===== src/rtl/motor_step_pkg.sv =====
package motor_step_pkg;

  typedef enum logic [4:0] {
    S_ONE, S_ISA, S_ISB, S_IRA, S_IRB, S_W, S_UA, S_UB,
    S_TL, S_KSS, S_KSR, S_KSWS, S_KSWR, S_KSU, S_KRS, S_KRR,
    S_KRWS, S_KRWR, S_KRU, S_LM, S_LR, S_KT, S_KJ, S_KB,
    S_T0, S_T1, S_T2, S_T3, S_T4, S_T5, S_T6, S_TE
  } src_e;

  typedef enum logic [3:0] {
    D_NONE, D_T0, D_T1, D_T2, D_T3, D_T4, D_T5, D_T6,
    D_TE, D_N0, D_N1, D_N2, D_N3, D_WN
  } dst_e;

  typedef struct packed {
    src_e a;
    src_e b;
    logic neg;
    logic first;
    dst_e dst;
  } op_t;

  localparam int NUM_OPS = 39;

  function automatic op_t mk(src_e a, src_e b, logic ng, logic fs, dst_e d);
    op_t o;
    o.a = a; o.b = b; o.neg = ng; o.first = fs; o.dst = d;
    return o;
  endfunction

  // One product per cycle; torque before speed, all rows read pre-step state.
  function automatic op_t op_at(int idx);
    op_t o;
    o = mk(S_ONE, S_ONE, 1'b0, 1'b1, D_NONE);
    case (idx)
      0:  o = mk(S_KSWS, S_W,   1'b0, 1'b1, D_T0);
      1:  o = mk(S_KSWR, S_W,   1'b0, 1'b1, D_T1);
      2:  o = mk(S_KRWS, S_W,   1'b0, 1'b1, D_T2);
      3:  o = mk(S_KRWR, S_W,   1'b0, 1'b1, D_T3);
      4:  o = mk(S_LM,   S_ISA, 1'b0, 1'b1, D_NONE);
      5:  o = mk(S_LR,   S_IRA, 1'b0, 1'b0, D_T4);
      6:  o = mk(S_LM,   S_ISB, 1'b0, 1'b1, D_NONE);
      7:  o = mk(S_LR,   S_IRB, 1'b0, 1'b0, D_T5);
      8:  o = mk(S_T4,   S_ISB, 1'b0, 1'b1, D_NONE);
      9:  o = mk(S_T5,   S_ISA, 1'b1, 1'b0, D_T6);
      10: o = mk(S_KT,   S_T6,  1'b0, 1'b1, D_TE);
      11: o = mk(S_ONE,  S_ISA, 1'b0, 1'b1, D_NONE);
      12: o = mk(S_KSS,  S_ISA, 1'b0, 1'b0, D_NONE);
      13: o = mk(S_KSR,  S_IRA, 1'b0, 1'b0, D_NONE);
      14: o = mk(S_T0,   S_ISB, 1'b0, 1'b0, D_NONE);
      15: o = mk(S_T1,   S_IRB, 1'b0, 1'b0, D_NONE);
      16: o = mk(S_KSU,  S_UA,  1'b0, 1'b0, D_N0);
      17: o = mk(S_ONE,  S_ISB, 1'b0, 1'b1, D_NONE);
      18: o = mk(S_KSS,  S_ISB, 1'b0, 1'b0, D_NONE);
      19: o = mk(S_KSR,  S_IRB, 1'b0, 1'b0, D_NONE);
      20: o = mk(S_T0,   S_ISA, 1'b1, 1'b0, D_NONE);
      21: o = mk(S_T1,   S_IRA, 1'b1, 1'b0, D_NONE);
      22: o = mk(S_KSU,  S_UB,  1'b0, 1'b0, D_N1);
      23: o = mk(S_ONE,  S_IRA, 1'b0, 1'b1, D_NONE);
      24: o = mk(S_KRS,  S_ISA, 1'b0, 1'b0, D_NONE);
      25: o = mk(S_KRR,  S_IRA, 1'b0, 1'b0, D_NONE);
      26: o = mk(S_T2,   S_ISB, 1'b0, 1'b0, D_NONE);
      27: o = mk(S_T3,   S_IRB, 1'b0, 1'b0, D_NONE);
      28: o = mk(S_KRU,  S_UA,  1'b0, 1'b0, D_N2);
      29: o = mk(S_ONE,  S_IRB, 1'b0, 1'b1, D_NONE);
      30: o = mk(S_KRS,  S_ISB, 1'b0, 1'b0, D_NONE);
      31: o = mk(S_KRR,  S_IRB, 1'b0, 1'b0, D_NONE);
      32: o = mk(S_T2,   S_ISA, 1'b1, 1'b0, D_NONE);
      33: o = mk(S_T3,   S_IRA, 1'b1, 1'b0, D_NONE);
      34: o = mk(S_KRU,  S_UB,  1'b0, 1'b0, D_N3);
      35: o = mk(S_ONE,  S_W,   1'b0, 1'b1, D_NONE);
      36: o = mk(S_KJ,   S_TE,  1'b0, 1'b0, D_NONE);
      37: o = mk(S_KJ,   S_TL,  1'b1, 1'b0, D_NONE);
      38: o = mk(S_KB,   S_W,   1'b1, 1'b0, D_WN);
      default: o = mk(S_ONE, S_ONE, 1'b0, 1'b1, D_NONE);
    endcase
    return o;
  endfunction

endpackage


===== src/rtl/motor_step_mac.sv =====
module motor_step_mac #(
  parameter int W    = 32,
  parameter int FRAC = 24,
  parameter int HEAD = 4
) (
  input  logic                clk,
  input  logic                rst,
  input  logic                en,
  input  logic                first,
  input  logic                neg,
  input  logic signed [W-1:0] op_a,
  input  logic signed [W-1:0] op_b,
  output logic signed [W-1:0] res
);
  localparam int ACC_W = 2 * W - FRAC + HEAD;
  localparam logic signed [ACC_W-1:0] HI = {{(ACC_W-W+1){1'b0}}, {(W-1){1'b1}}};
  localparam logic signed [ACC_W-1:0] LO = {{(ACC_W-W+1){1'b1}}, {(W-1){1'b0}}};

  logic signed [2*W-1:0]   prod;
  logic signed [ACC_W-1:0] term, base, sum, acc_q;

  // Floor-rounded fixed-point product, then accumulate with clamped write-back.
  always_comb begin
    prod = op_a * op_b;
    term = ACC_W'(prod >>> FRAC);
    base = first ? '0 : acc_q;
    sum  = neg ? (base - term) : (base + term);
    if (sum > HI)      res = HI[W-1:0];
    else if (sum < LO) res = LO[W-1:0];
    else               res = sum[W-1:0];
  end

  always_ff @(posedge clk) begin
    if (rst)     acc_q <= '0;
    else if (en) acc_q <= sum;
  end

  p_clamp_r3: assert property (@(posedge clk) disable iff (rst)
    (en && (sum > HI)) |-> (res[W-1] == 1'b0 && &res[W-2:0]));
endmodule


===== src/rtl/motor_step_seq.sv =====
module motor_step_seq #(
  parameter int NOPS = 39
) (
  input  logic                        clk,
  input  logic                        rst,
  input  logic                        step,
  output logic                        busy,
  output logic [$clog2(NOPS+1)-1:0]   idx,
  output logic                        commit,
  output logic                        done
);
  localparam int IW = $clog2(NOPS + 1);
  localparam logic [IW-1:0] LAST = IW'(NOPS);

  assign commit = busy && (idx == LAST);

  always_ff @(posedge clk) begin
    if (rst) begin
      busy <= 1'b0;
      idx  <= '0;
      done <= 1'b0;
    end else begin
      done <= commit;
      if (!busy) begin
        idx <= '0;
        if (step) busy <= 1'b1;
      end else if (commit) begin
        busy <= 1'b0;
      end else begin
        idx <= idx + 1'b1;
      end
    end
  end

  p_start_r2: assert property (@(posedge clk) disable iff (rst)
    (step && !busy) |=> (busy && idx == '0));
  p_done_pulse_r2: assert property (@(posedge clk) disable iff (rst)
    done |=> !done);
  p_ignore_r8: assert property (@(posedge clk) disable iff (rst)
    (busy && !commit) |=> (busy && idx == $past(idx) + 1'b1));
  p_idx_range_r2: assert property (@(posedge clk) disable iff (rst)
    busy |-> (idx <= LAST));
endmodule


===== src/rtl/motor_euler_step.sv =====
module motor_euler_step #(
  parameter int W    = 32,
  parameter int FRAC = 24
) (
  input  logic                clk,
  input  logic                rst,
  input  logic                step,
  input  logic signed [W-1:0] u_alpha,
  input  logic signed [W-1:0] u_beta,
  input  logic signed [W-1:0] load_torque,
  input  logic signed [W-1:0] c_ss,
  input  logic signed [W-1:0] c_sr,
  input  logic signed [W-1:0] c_sws,
  input  logic signed [W-1:0] c_swr,
  input  logic signed [W-1:0] c_su,
  input  logic signed [W-1:0] c_rs,
  input  logic signed [W-1:0] c_rr,
  input  logic signed [W-1:0] c_rws,
  input  logic signed [W-1:0] c_rwr,
  input  logic signed [W-1:0] c_ru,
  input  logic signed [W-1:0] c_lm,
  input  logic signed [W-1:0] c_lr,
  input  logic signed [W-1:0] c_te,
  input  logic signed [W-1:0] c_acc,
  input  logic signed [W-1:0] c_fric,
  output logic signed [W-1:0] is_alpha,
  output logic signed [W-1:0] is_beta,
  output logic signed [W-1:0] ir_alpha,
  output logic signed [W-1:0] ir_beta,
  output logic signed [W-1:0] torque,
  output logic signed [W-1:0] speed,
  output logic                done
);
  import motor_step_pkg::*;

  localparam int NOPS = NUM_OPS;
  localparam int IW   = $clog2(NOPS + 1);
  localparam logic signed [W-1:0] ONE_V = {{(W-FRAC-1){1'b0}}, 1'b1, {FRAC{1'b0}}};

  logic          busy_w, commit_w;
  logic [IW-1:0] idx_w;
  op_t           cur;
  logic signed [W-1:0] src_v [32];
  logic signed [W-1:0] mac_res;
  logic signed [W-1:0] isa_q, isb_q, ira_q, irb_q, w_q, te_out_q;
  logic signed [W-1:0] t_q [7];
  logic signed [W-1:0] te_q, wn_q;
  logic signed [W-1:0] n_q [4];

  motor_step_seq #(.NOPS(NOPS)) u_seq (
    .clk(clk), .rst(rst), .step(step),
    .busy(busy_w), .idx(idx_w), .commit(commit_w), .done(done)
  );

  assign cur = op_at(int'(idx_w));

  always_comb begin
    src_v[S_ONE]  = ONE_V;   src_v[S_ISA]  = isa_q;  src_v[S_ISB]  = isb_q;
    src_v[S_IRA]  = ira_q;   src_v[S_IRB]  = irb_q;  src_v[S_W]    = w_q;
    src_v[S_UA]   = u_alpha; src_v[S_UB]   = u_beta; src_v[S_TL]   = load_torque;
    src_v[S_KSS]  = c_ss;    src_v[S_KSR]  = c_sr;   src_v[S_KSWS] = c_sws;
    src_v[S_KSWR] = c_swr;   src_v[S_KSU]  = c_su;   src_v[S_KRS]  = c_rs;
    src_v[S_KRR]  = c_rr;    src_v[S_KRWS] = c_rws;  src_v[S_KRWR] = c_rwr;
    src_v[S_KRU]  = c_ru;    src_v[S_LM]   = c_lm;   src_v[S_LR]   = c_lr;
    src_v[S_KT]   = c_te;    src_v[S_KJ]   = c_acc;  src_v[S_KB]   = c_fric;
    src_v[S_T0]   = t_q[0];  src_v[S_T1]   = t_q[1]; src_v[S_T2]   = t_q[2];
    src_v[S_T3]   = t_q[3];  src_v[S_T4]   = t_q[4]; src_v[S_T5]   = t_q[5];
    src_v[S_T6]   = t_q[6];  src_v[S_TE]   = te_q;
  end

  motor_step_mac #(.W(W), .FRAC(FRAC), .HEAD(4)) u_mac (
    .clk(clk), .rst(rst), .en(busy_w && !commit_w),
    .first(cur.first), .neg(cur.neg),
    .op_a(src_v[cur.a]), .op_b(src_v[cur.b]), .res(mac_res)
  );

  always_ff @(posedge clk) begin
    if (rst) begin
      isa_q <= '0; isb_q <= '0; ira_q <= '0; irb_q <= '0;
      w_q <= '0; te_out_q <= '0; te_q <= '0; wn_q <= '0;
      for (int j = 0; j < 7; j++) t_q[j] <= '0;
      for (int j = 0; j < 4; j++) n_q[j] <= '0;
    end else begin
      if (busy_w && !commit_w) begin
        case (cur.dst)
          D_T0: t_q[0] <= mac_res;
          D_T1: t_q[1] <= mac_res;
          D_T2: t_q[2] <= mac_res;
          D_T3: t_q[3] <= mac_res;
          D_T4: t_q[4] <= mac_res;
          D_T5: t_q[5] <= mac_res;
          D_T6: t_q[6] <= mac_res;
          D_TE: te_q   <= mac_res;
          D_N0: n_q[0] <= mac_res;
          D_N1: n_q[1] <= mac_res;
          D_N2: n_q[2] <= mac_res;
          D_N3: n_q[3] <= mac_res;
          D_WN: wn_q   <= mac_res;
          default: ;
        endcase
      end
      if (commit_w) begin
        isa_q <= n_q[0]; isb_q <= n_q[1]; ira_q <= n_q[2]; irb_q <= n_q[3];
        w_q <= wn_q; te_out_q <= te_q;
      end
    end
  end

  assign is_alpha = isa_q;
  assign is_beta  = isb_q;
  assign ir_alpha = ira_q;
  assign ir_beta  = irb_q;
  assign torque   = te_out_q;
  assign speed    = w_q;

  p_hold_r9: assert property (@(posedge clk) disable iff (rst)
    !commit_w |=> ($stable(isa_q) && $stable(isb_q) && $stable(ira_q) &&
                   $stable(irb_q) && $stable(w_q) && $stable(te_out_q)));
  p_done_commit_r2: assert property (@(posedge clk) disable iff (rst)
    done |-> $past(commit_w));
endmodule


===== config.mk =====
export PLATFORM = sky130hd
export DESIGN_NAME = motor_euler_step
export DESIGN_NICKNAME = d
export VERILOG_FILES = /design/src/rtl/motor_step_pkg.sv /design/src/rtl/motor_step_mac.sv /design/src/rtl/motor_step_seq.sv /design/src/rtl/motor_euler_step.sv
export SDC_FILE = /design/constraint.sdc
export NUM_CORES = 2
export LEC_CHECK = 0
export BUFFER_PORTS_ARGS = -buffer_cell sky130_fd_sc_hd__buf_2
export CAP_MARGIN = 20
export CELL_PAD_IN_SITES_DETAIL_PLACEMENT = 1
export CELL_PAD_IN_SITES_GLOBAL_PLACEMENT = 1
export CORE_MARGIN = 1.5
export CORE_UTILIZATION = 53
export CTS_BUF_LIST = sky130_fd_sc_hd__clkbuf_16
export CTS_CLUSTER_DIAMETER = 120
export DETAILED_ROUTE_END_ITERATION = 12
export HOLD_SLACK_MARGIN = 0.15
export PLACE_DENSITY = 0.86
export SYNTH_ARGS = -nofsm -noshare
export SYNTH_HDL_FRONTEND = slang
export SYNTH_SLANG_ARGS = --single-unit

===== constraint.sdc =====
create_clock -name clk -period 36.9 [get_ports clk]
set_input_delay 1.845 -clock clk [delete_from_list [all_inputs] [get_ports clk]]
set_output_delay 1.845 -clock clk [all_outputs]
set_load 0.05 [all_outputs]

Word-level counts from Yosys, hierarchy flattened

Memories as Yosys holds them, arrays and structs flattened. A register that Yosys moved wholly into a read port is not among the register bits.
Index checks and enable logic that the tools add are counted.

Add/subtract/negate cells: 3
$mul: 1
$lt $le $gt $ge: 4
Equality and inequality tests: 14
Multiplexer cells: 72
Bitwise logic cells: 14
Reduce and logical (&&, ||, !) cells: 6

Operators with widths:

| kind                 | count |
|---|---|
| $mux 32              | 17 |
| $bmux 32 s5          | 2 |
| $mux 44              | 2 |
| $mul 32x32->64       | 1 |
| $mux 1               | 49 |
| $add 44x40->44       | 1 |
| $gt 44x32->1 const B | 1 |
| $lt 44x32->1 const B | 1 |
| $sub 44x40->44       | 1 |
| $eq 4x4->1 const B   | 6 |
| $eq 4x3->1 const B   | 4 |
| $ge 6x6->1 const B   | 2 |
| $mux 6               | 2 |
| $not 5->6            | 2 |
| $or 1x1->1           | 11 |
| $eq 4x2->1 const B   | 2 |
| $add 6x1->6 const B  | 1 |
| $eq 6x6->1 const B   | 1 |
| $eq 4x1->1 const B   | 1 |
| $reduce_and 2->1     | 2 |
| $logic_and 1x1->1    | 2 |
| $reduce_or 2->1      | 1 |
| $logic_not 1->1      | 1 |
| $not 1->1            | 1 |

Register bits: 180
Bits in writable memories: 352
ROM bits: 1024
Input bits: 579
Output and inout bits: 193
Logic and storage cells: 125
Memories kept: 3

Memory list:

| name             | depth | width | rd ports | clocked after memory_dff | wr ports | line                   | text |
|---|---|---|---|---|---|---|---|
| (name not given) | 64    | 16    | 1        | 1                        | 0        | motor_step_pkg.sv:35   | `case (idx)` |
| t_q              | 7     | 32    | 7        | 0                        | 7        | motor_euler_step.sv:46 | `logic signed [W-1:0] t_q [7];` |
| n_q              | 4     | 32    | 4        | 4                        | 4        | motor_euler_step.sv:48 | `logic signed [W-1:0] n_q [4];` |

Longest topological paths before layout

Word-level depth: 11
Gate-level depth with buffers: 61
Gate-level depth less buffers: 49

Cells and area by module

A second synthesis with hierarchy kept.

Cell total of the unflattened synthesis: 9814
Area, all modules: 81719.6 um^2

By module, submodules not included:

| module           | times used | cells an instance | area an instance (um^2) | seq. area each (um^2) |
|---|---|---|---|---|
| motor_step_mac   | 1          | 4653              | 41737.5                 | 880.8 |
| motor_euler_step | 1          | 5122              | 39625.5                 | 15695.1 |
| motor_step_seq   | 1          | 39                | 356.6                   | 160.2 |

Least setup slack after synthesis

No wires, ideal clock.

Path type: flip-flop to flip-flop
Start: register cur[6] (netlist name)
End: memory n_q[0][2], data pin
Setup time: 0.265 ns
Data arrival time: 16.637 ns
Data required time: 36.635 ns
Slack: 19.998 ns
Cell stages (with the launch flop): 56
Buffers on the path: 12
Clock period less this slack: 16.902 ns
Cell sequence: dfxtp_1 > buf_6 > buf_2 > buf_1 > clkbuf_1 > buf_1 > buf_1 > clkbuf_1 > mux4_2 > mux4_2 > mux2i_1 > clkbuf_1 > nor2_1 > fa_1 > fa_1 > fa_1 > inv_1 > fa_1 > [... 20 more ...] > ha_1 > and3_1 > and2_1 > a221o_1 > a21oi_1 > o21bai_1 > a21oi_1 > o21ai_1 > xor2_1 > or4b_2 > or4bb_1 > and3b_1 > a311o_1 > buf_6 > buf_6 > a311oi_4 > buf_6 > nor2_1

RTL lines:

| what          | line |
|---|---|
| end, declared | motor_euler_step.sv:48 |

==> qor.csv <==
metric,value,unit
fillers,17026,
final hold vios,0,
critical path data arrival time,22020,ps
syn_nets,10089,
Worst Clk Skew,83.6,ps
Routability Congestion,1.03,
Net Sw Frac,42.0,%
routed wire length per instance,38.0,microns
initial antenna violation count,92,
setup TNS,0,ps
DIE WIDTH,400,microns
Pwr Density,28.5,nW/um^2
hold buffers post-CTS,0,
clk_lat worst skew,760,ps
RSZ-0062 raised after global routing,no,
Rel. slew slack,20.0,%
total power,2.59,mW
DRT Wirelength,404000,microns
Clk network pwr share,31.0,%
first-pass GRT wire length,569000,microns
fin area,90800,sq um
via count,74790,
# H-tree levels,3,
Via density,7.04,
P_leak,39.0,nW
Max-cap violations,0,
Initial Util,53.4,%
total CTS buffers,77,
CP most frequent cell,fa_1,
vias in the first global route,78798,
CTS tree,done,
Comb power frac,36.2,%
clk sinks,676,
final period utilization,58.3,%
HPWL after DPL,303000,microns
Max VDD drop,72.5,uV
Synth top area share,26.0,%
Worst-path clk slew,70,ps
I/O Pins,772,
ANT nets after route,0,
max-slew violation count,0,
highest clock rate,46.5,MHz
fin crit period,21500,ps
outcome,completed,
power share of the sequential group,32.8,%
Clock Path Buffers,3,
1st-iter DRT viols,10866,
"EDFF count, synth",352,
Seq cells post-synth,676,
worst hold slack,417,ps
Area Growth Syn to Fin,8.89,%
endpoints failing setup,0,
Total GRT Usage,50.6,%
Worst-Margin Slew,1200,ps
CP required,37410,ps
highest-delay cell along the critical path,buf_4,
share of layout cells above drive strength 1,27.8,%
"Max FO, Critical Path",111,
Hold Path Class,reg -> reg,
sequential area share after synthesis,20.5,%
cell area after synthesis,83400,sq um
"top cells by area, synth","fa_1 (26%), mux4_2 (15%), edfxtp_1 (13%)",
grt ovf,0,
CTS root buf,clkbuf_16,
largest net degree at the start of global routing,155,
"Distinct cells, synth",102,
Core Area,156000,sq um
Post-synth ARST share,0,%
Setup CP Type,reg -> reg,
setup bufs post-CTS,0,
ys flop type,edfxtp_1,
cell taking the most area after synthesis,fa_1,
syn_area_per_cell,10.2,sq um
crit end category,flop,
Int Pwr,1.50,mW
Die Y,400,microns
number of gates resized after CTS,0,
DRC Markers,0,
crit start category,flop,
"Cell Area, Placed",88000,sq um
Port Buffers,771,
Pre-Repair DR Iteration Count,7,
Post-Syn Instances,8191,
Layout Nets,10319,
Rows,145,
switching power,1.09,mW
warning count from the yosys run,0,
"Largest stage delay, worst path",960,ps
die area,160000,sq um
## state kept, by name (all words and copies together), names as in the netlist
register / flops
cur: 16
ir_alpha: 32
ir_beta: 32
is_alpha: 32
is_beta: 32
n_q: 128
speed: 32
t_q: 224
te_q: 32
torque: 32
u_mac.acc_q: 44
u_seq.busy: 1
u_seq.done: 1
u_seq.idx: 6
wn_q: 32
## layout make-up
class                      instances  area (sq um)  area share [%]
tap                             2058          2570            2.84
antenna                           73           183           0.201
clock inverter                    67           596           0.656
sequential                       676         17100            18.8
clock buffer                      77          1930            2.12
inverter                        1051          3950            4.35
timing repair buffer             934          5240            5.77
multi-input combinational       5681         59200            65.2
## cell usage in the layout, fill, tap and decap left out, types with 25 or more instances in the layout
master	count
nand2b_1	36
a31oi_1	32
diode_2	73
or2_2	553
o31ai_1	51
ha_1	237
mux2_2	71
nor3_1	269
nand2_1	634
xor2_1	50
edfxtp_1	352
nand3_1	68
clkbuf_16	77
xnor2_1	59
inv_1	1068
o21ai_0	127
mux4_2	558
a22o_1	59
nor2b_1	88
nor2_1	655
dfxtp_1	315
and3_1	25
buf_4	143
a21oi_1	471
fa_1	1082
a211oi_1	25
buf_2	770
nand4_1	47
a21o_1	50
mux2i_4	32
mux2i_2	26
## cells in the mapped netlist (47+ instances only)
master,number
mux2_2,71
buf_2,47
nand4_1,47
buf_4,168
xor2_1,50
dfxtp_1,324
inv_1,1046
clkbuf_1,481
a21oi_1,473
nor3_1,271
ha_1,237
mux4_2,558
nor2_1,657
mux2i_1,82
buf_1,66
o31ai_1,51
a21o_1,50
a22o_1,59
nand3_1,68
edfxtp_1,352
fa_1,1082
xnor2_1,59
nor2b_1,89
o21ai_0,130
nand2_1,639
or2_2,553
## kinds of logic after synthesis
group / Yosys count / synth area share [%]
AND/OR/NAND/NOR: 2541 / 15.0
buffers and inverters: 1834 / 9.27
adder cells (fa/ha/maj): 1319 / 29.5
AO/OA/AOI/OAI: 1000 / 7.50
multiplexers: 711 / 17.0
flip-flops: 676 / 20.5
XOR/XNOR: 110 / 1.16
## power by group through the flow
stage / logic, mW / registers [mW] / clock network, mW
6_report: 0.936 / 0.849 / 0.802
5_1_grt: 0.923 / 0.850 / 0.815
4_1_cts: 0.857 / 0.847 / 0.791
3_5_place_dp: 0.849 / 0.862 / 0
3_3_place_gp: 0.793 / 0.858 / 0
2_1_floorplan: 0.504 / 0.851 / 0
## per-layer routing
metal	vias to the layer above	GRT usage [%]	share of wire, %
met5	-	1.12	0.22
met4	60	33.1	8.3
met3	1996	27.7	17
met2	6678	71.4	42
met1	38105	59.0	33
li1	27951	-	-
## stage by stage
step	instances	setup slack, ps	utilization, %
3_3_place_gp	10383	16490	56.2
3_5_place_dp	10394	15890	56.3
5_1_grt	10573	14550	58.0
6_report	10617	15400	58.1
4_1_cts	10538	15790	58.0
2_1_floorplan	8191	20000	-
## critical path: cells and delay by family (launching register included)
| family | cells | cell delay, ps |
|---|---|---|
| AO/OA/AOI/OAI | 14 | 4050 |
| flip-flops | 1 | 830 |
| XOR/XNOR | 3 | 810 |
| multiplexers | 3 | 1330 |
| AND/OR/NAND/NOR | 11 | 4160 |
| adder cells (fa/ha/maj) | 10 | 5070 |
| buffers and inverters | 11 | 4580 |
## path summary, 6_finish.rpt
path                         startpoint                 endpoint  slack [ps]  cells after the start
hold reg to reg   wn_q[22]$_SDFFE_PP0P_   speed[22]$_SDFFE_PP0P_         420                      2
setup reg to reg        cur[11]$_DFF_P_  n_q[3][9]$_SDFFCE_PN0P_       15400                     52
setup / recovery        cur[11]$_DFF_P_  n_q[3][9]$_SDFFCE_PN0P_       15400                     52
hold / removal    wn_q[22]$_SDFFE_PP0P_   speed[22]$_SDFFE_PP0P_         420                      2
Note: power is estimated with default switching activity, not from simulation.
